===== src/rtl/fgd_pkg.sv =====
package fgd_pkg;

    localparam int PCT_W   = 7;
    localparam int SEGS    = 5;
    localparam int LOW_PCT = 6;

    typedef struct packed {
        logic             manual_n;
        logic [SEGS-1:0]  seg;
    } ovr_t;

    typedef enum logic [1:0] {
        SHOW_DARK,
        SHOW_MANUAL,
        SHOW_BAR
    } show_e;

    function automatic logic [PCT_W-1:0] derate_pct(input logic nimh,
                                                    input logic signed [7:0] t);
        logic [PCT_W-1:0] p;
        if (!nimh) begin
            if (t >= 8'sd0)         p = 7'd100;
            else if (t >= -8'sd10)  p = 7'd90;
            else if (t >= -8'sd20)  p = 7'd75;
            else                    p = 7'd50;
        end else begin
            if (t >= 8'sd10)        p = 7'd100;
            else if (t >= 8'sd0)    p = 7'd75;
            else if (t >= -8'sd10)  p = 7'd40;
            else                    p = 7'd0;
        end
        return p;
    endfunction

    function automatic int band_edge_pct(input int idx);
        return 20 * (idx + 1);
    endfunction

endpackage


===== src/rtl/fgd_tick.sv =====
module fgd_tick #(
    parameter int TICK_DIV = 4000
) (
    input  logic clk,
    input  logic rst,
    output logic tick,
    output logic phase
);
    localparam int CW = (TICK_DIV > 1) ? $clog2(TICK_DIV) : 1;

    logic [CW-1:0] cnt_q;

    assign tick = (cnt_q == CW'(TICK_DIV - 1));

    always_ff @(posedge clk) begin
        if (rst) begin
            cnt_q <= '0;
            phase <= 1'b0;
        end else begin
            cnt_q <= tick ? '0 : cnt_q + 1'b1;
            if (tick) phase <= ~phase;
        end
    end
endmodule


===== src/rtl/fgd_window.sv =====
module fgd_window #(
    parameter int WIN_TICKS = 32
) (
    input  logic clk,
    input  logic rst,
    input  logic tick,
    input  logic button_n,
    output logic open
);
    localparam int WW = $clog2(WIN_TICKS + 1);

    logic [WW-1:0] left_q;

    assign open = (left_q != '0);

    always_ff @(posedge clk) begin
        if (rst) begin
            left_q <= '0;
        end else if (!button_n) begin
            left_q <= WW'(WIN_TICKS);
        end else if (tick && open) begin
            left_q <= left_q - 1'b1;
        end
    end
endmodule


===== src/rtl/fgd_bar.sv =====
module fgd_bar
    import fgd_pkg::*;
#(
    parameter int CAP_W = 16
) (
    input  logic [CAP_W-1:0]  avail_cap,
    input  logic [CAP_W-1:0]  full_cap,
    input  logic              chem_nimh,
    input  logic signed [7:0] temp_c,
    input  logic              low_volt,
    input  logic              phase,
    output logic [SEGS-1:0]   bar
);
    localparam int PROD_W = CAP_W + PCT_W;
    localparam int EDGES  = SEGS - 1;

    logic [PCT_W-1:0]  pct;
    logic [PROD_W-1:0] scaled;
    logic [PROD_W-1:0] low_thr;
    logic [EDGES-1:0]  above;
    logic              empty;

    assign pct     = derate_pct(chem_nimh, temp_c);
    assign scaled  = PROD_W'(avail_cap) * PROD_W'(pct);
    assign low_thr = PROD_W'(full_cap) * PROD_W'(LOW_PCT);
    assign empty   = low_volt || (scaled < low_thr);

    for (genvar i = 0; i < EDGES; i++) begin : g_edge
        localparam logic [PROD_W-1:0] K = PROD_W'(band_edge_pct(i));
        logic [PROD_W-1:0] thr;
        assign thr      = PROD_W'(full_cap) * K;
        assign above[i] = (scaled >= thr);
    end

    always_comb begin
        if (empty) bar = {{(SEGS-1){1'b0}}, phase};
        else       bar = {above, 1'b1};
    end
endmodule


===== src/rtl/fuel_gauge_display.sv =====
module fuel_gauge_display
    import fgd_pkg::*;
#(
    parameter int CAP_W     = 16,
    parameter int CLK_HZ    = 32000,
    parameter int WIN_TICKS = 32
) (
    input  logic              clk,
    input  logic              rst,
    input  logic [CAP_W-1:0]  avail_cap,
    input  logic [CAP_W-1:0]  full_cap,
    input  logic              chem_nimh,
    input  logic signed [7:0] temp_c,
    input  logic              low_volt,
    input  logic              button_n,
    input  logic              chg_active,
    input  logic              dsg_active,
    input  logic [5:0]        ovr_ctrl,
    input  logic              cal_busy,
    output logic [4:0]        led
);
    localparam int TICK_DIV = CLK_HZ / 8;

    logic            tick;
    logic            phase;
    logic            win_open;
    logic            disp_en;
    logic [SEGS-1:0] bar;
    logic [SEGS-1:0] led_d;
    ovr_t            ovr;
    show_e           show;

    fgd_tick #(.TICK_DIV(TICK_DIV)) u_tick (
        .clk   (clk),
        .rst   (rst),
        .tick  (tick),
        .phase (phase)
    );

    fgd_window #(.WIN_TICKS(WIN_TICKS)) u_window (
        .clk      (clk),
        .rst      (rst),
        .tick     (tick),
        .button_n (button_n),
        .open     (win_open)
    );

    fgd_bar #(.CAP_W(CAP_W)) u_bar (
        .avail_cap (avail_cap),
        .full_cap  (full_cap),
        .chem_nimh (chem_nimh),
        .temp_c    (temp_c),
        .low_volt  (low_volt),
        .phase     (phase),
        .bar       (bar)
    );

    assign ovr     = ovr_t'(ovr_ctrl);
    assign disp_en = win_open || chg_active || dsg_active;

    always_comb begin
        if (cal_busy)          show = SHOW_DARK;
        else if (!ovr.manual_n) show = SHOW_MANUAL;
        else if (disp_en)      show = SHOW_BAR;
        else                   show = SHOW_DARK;
    end

    always_comb begin
        case (show)
            SHOW_MANUAL: led_d = ovr.seg;
            SHOW_BAR:    led_d = bar;
            default:     led_d = '0;
        endcase
    end

    always_ff @(posedge clk) begin
        if (rst) led <= '0;
        else     led <= led_d;
    end
endmodule


===== config.mk =====
export PLATFORM = sky130hd
export DESIGN_NAME = fuel_gauge_display
export DESIGN_NICKNAME = d
export VERILOG_FILES = /design/src/rtl/fgd_pkg.sv /design/src/rtl/fgd_tick.sv /design/src/rtl/fgd_window.sv /design/src/rtl/fgd_bar.sv /design/src/rtl/fuel_gauge_display.sv
export SDC_FILE = /design/constraint.sdc
export NUM_CORES = 1
export LEC_CHECK = 0
export BUFFER_PORTS_ARGS = -buffer_cell sky130_fd_sc_hd__buf_2
export CORE_UTILIZATION = 25
export CTS_CLUSTER_SIZE = 14
export DETAILED_ROUTE_END_ITERATION = 12
export PLACE_DENSITY_LB_ADDON = 0.15
export SLEW_MARGIN = 25
export SYNTH_ARGS = -nofsm -noshare
export SYNTH_HDL_FRONTEND = slang
export SYNTH_SLANG_ARGS = --single-unit

===== constraint.sdc =====
create_clock -name clk -period 21.9 [get_ports clk]
set_input_delay 4.38 -clock clk [delete_from_list [all_inputs] [get_ports clk]]
set_output_delay 4.38 -clock clk [all_outputs]
set_load 0.1 [all_outputs]

==> run metrics <==
final period utilization=58.4%; Synth Net Count=between 1000 and 1500; PnR worst setup slack=approximately 9.1 ns; area grow syn2layout=10.4%; FFs w/ async S/R, synth=0%; post-DR vias/cell=~4.8; adder-cell share of the synthesized area=45.4%; CP Capture Type=flip-flop; post-synthesis xor/xnor area fraction=under 10%; number of synthesized flops with an enable pin=0; endpoints failing setup=0; Fillers=just over 4000; r2r setup slk=19.63 ns; hpwl dp=approximately 22000 um; clock latency on the worst-skew pair=0.25 ns; post-route cell area=between 10000 and 15000 um2; Row Count=71; clock-pin slew on the worst setup and hold paths=roughly 0.06 ns; run status=finished, final reports clean; gr usage total=a little over an eighth; layout cells sized above 1=under 10%; Critical Path Start Type=primary input; Critical Path RT=around 22 ns; Die Wd=198 um; Buffers & Inverters on Critical Path=4; nets=roughly 1500; die area=just under 40000 um2; Final Max Tran Viols=0; n_diodes=0; setup repair bufs after CTS=0; final core occ=28.1%; Final Hold Viols=0; clock buffer depth=2; initial antenna violation count=0; largest family of logic cells by synthesized area=adder cells; post-place setup slack=8.59 ns; DRT Wirelength=25000 um; H-Tree Depth=1; pin count of the biggest net entering global routing=17; Synth Register Bits=24; average wire per standard cell=approximately 15 um; post-synthesis cell area=between 9000 and 10000 um2; placed cell areas=about 11000 um2; Num CTS Buffers=3; final std cells w/o fill=approximately 1700; Tot Pwr=roughly 1 mW; Syn Area/Cell=between 8 and 9 um2; area of the multi-input gates=slightly below 9000 um2; Die Ht=approximately 200 um; drt drc=0; Final min period=around 13 ns; critical path peak fanout=16; routed via count=between 8000 and 9000; P_leak=5.09 nW; # hold bufs at CTS=0; slowest CP cell=nand2_1; clock sink count=24; most used cell, CP=fa_1; worst hold-check path type=reg -> reg; post-route ant nets=0; worst clock skew=0.00316 ns; CTS root buf=clkbuf_16; Worst EP arrival=between 10 and 15 ns; Seq/Total Area, Yosys=under 10%; Max Cap Violations=0; post-CTS sizing=0; worst slew pin tran=~0.83 ns; Simple-Gate Fraction of Synth Area=about a fifth; Gate Count Post-Synth=around 1100; family with the most delay on the worst path=simple AND/OR/NAND/NOR gates; drt pass-1 iters=4; critical path class=in -> reg; Synth Flop Type=dfxtp_1; Netlist cell types=72; VDD IR max=about 31 uV; First DRT Iteration DRCs=approximately 220; global-route wire length before repair=between 40000 and 50000 um; core area=~38000 um2; Port Buf Inserts=57; CTS tree=built; post-synthesis mux area share=0.325%; Pwr Density=93.1 nW/um2; initial core utilization=between 20% and 30%; Fin Setup TNS=0 ns; dpl cells=1697; vias in the first global route=roughly 8400; GPL Wtd Cong=approximately 0.76; total congestion overflow=0; Slowest Stage Delay on Critical Path=0.67 ns; Max Clk Rate=around 78 MHz; Compound-Gate Fraction of Synth Area=between 10% and 20%; I/O pins=~60; slew margin rel.=44.4%; smallest hold slack=0.457 ns; register area=~480 um2; Synth Warn #=0; RSZ-0062 raised after global routing=false
synth_stat cells, types with 12 or more instances:
master	number	area (um2)
ha_1	188	2350
dfxtp_1	24	480
xor2_1	42	368
nor3_1	19	95.1
and2_1	62	388
nand4_1	12	75.1
inv_1	104	390
nand2b_1	22	138
o21ai_0	40	200
nand2_1	80	300
a21oi_1	83	415
and3_1	25	156
o211ai_1	17	128
fa_1	100	2000
nor2b_1	24	150
a21o_1	34	255
nand3_1	31	155
xnor2_1	29	254
nor2_1	72	270
registers in the layout (all words and copies together) (netlist names):
register / count
led: 5
u_tick.cnt_q: 12
u_tick.phase: 1
u_window.left_q: 6
path summary, 6_finish.rpt:
path / depth (start not counted) / startpoint / end
worst max register to register: 8 / u_tick.cnt_q[0] / u_window.left_q[5]
worst min register to register: 1 / u_tick.cnt_q[0] / u_tick.cnt_q[0]
worst min-delay path: 1 / u_tick.cnt_q[0] / u_tick.cnt_q[0]
worst max-delay path: 31 / temp_c[4] / led[4]
final cells by class:
type,instances,share of cell area [%]
Clock buffer,4,0.837
Tap cell,511,6.02
Multi-Input combinational cell,998,82.0
Sequential cell,24,4.53
Timing Repair Buffer,60,2.90
Inverter,104,3.68
cells in the final DEF (no fill, tap or decap), drive strengths merged, types with 3 or more instances in the layout:
cell	count
and2	63
a211oi	12
nor3	19
ha	188
a31oi	6
o21a	8
o21bai	4
xnor2	30
nor4	5
a2111oi	3
fa	100
a221oi	5
o31ai	6
xor2	43
a21boi	6
inv	104
nand3	31
o21ai	42
a311oi	3
nand4	12
nor2	72
clkbuf	4
dfxtp	24
nand2	81
or2	3
buf	60
a211o	4
nor2b	24
a31o	4
a21o	35
a21oi	83
and3	26
or3	4
o211ai	17
nand2b	22
o2111ai	5
and4	5
per-layer routing:
metal / GRT usage (%) / vias to the layer above / share of wire (%)
li1: - / 4113 / -
met1: 18.3 / 3901 / 50
met2: 23.4 / 95 / 48
met3: 0.545 / 12 / 1.9
met4: 1.09 / 0 / 0.68
met5: 0 / - / 0
power breakdown:
part	leakage, nW	internal, mW	switching [mW]
Clock	0.0442	0.0279	0.0146
Combinational	4.85	0.366	0.534
Sequential	0.195	0.0452	0.000755
Total	5.09	0.439	0.550
cells by family after synthesis:
| family | Yosys count |
|---|---|
| AND/OR/NAND/NOR | 376 |
| adder cells (fa/ha/maj) | 289 |
| AO/OA/AOI/OAI | 257 |
| buffers and inverters | 116 |
| XOR/XNOR | 73 |
| flip-flops | 24 |
| multiplexers | 3 |
Note: power is estimated with default switching activity, not from simulation.
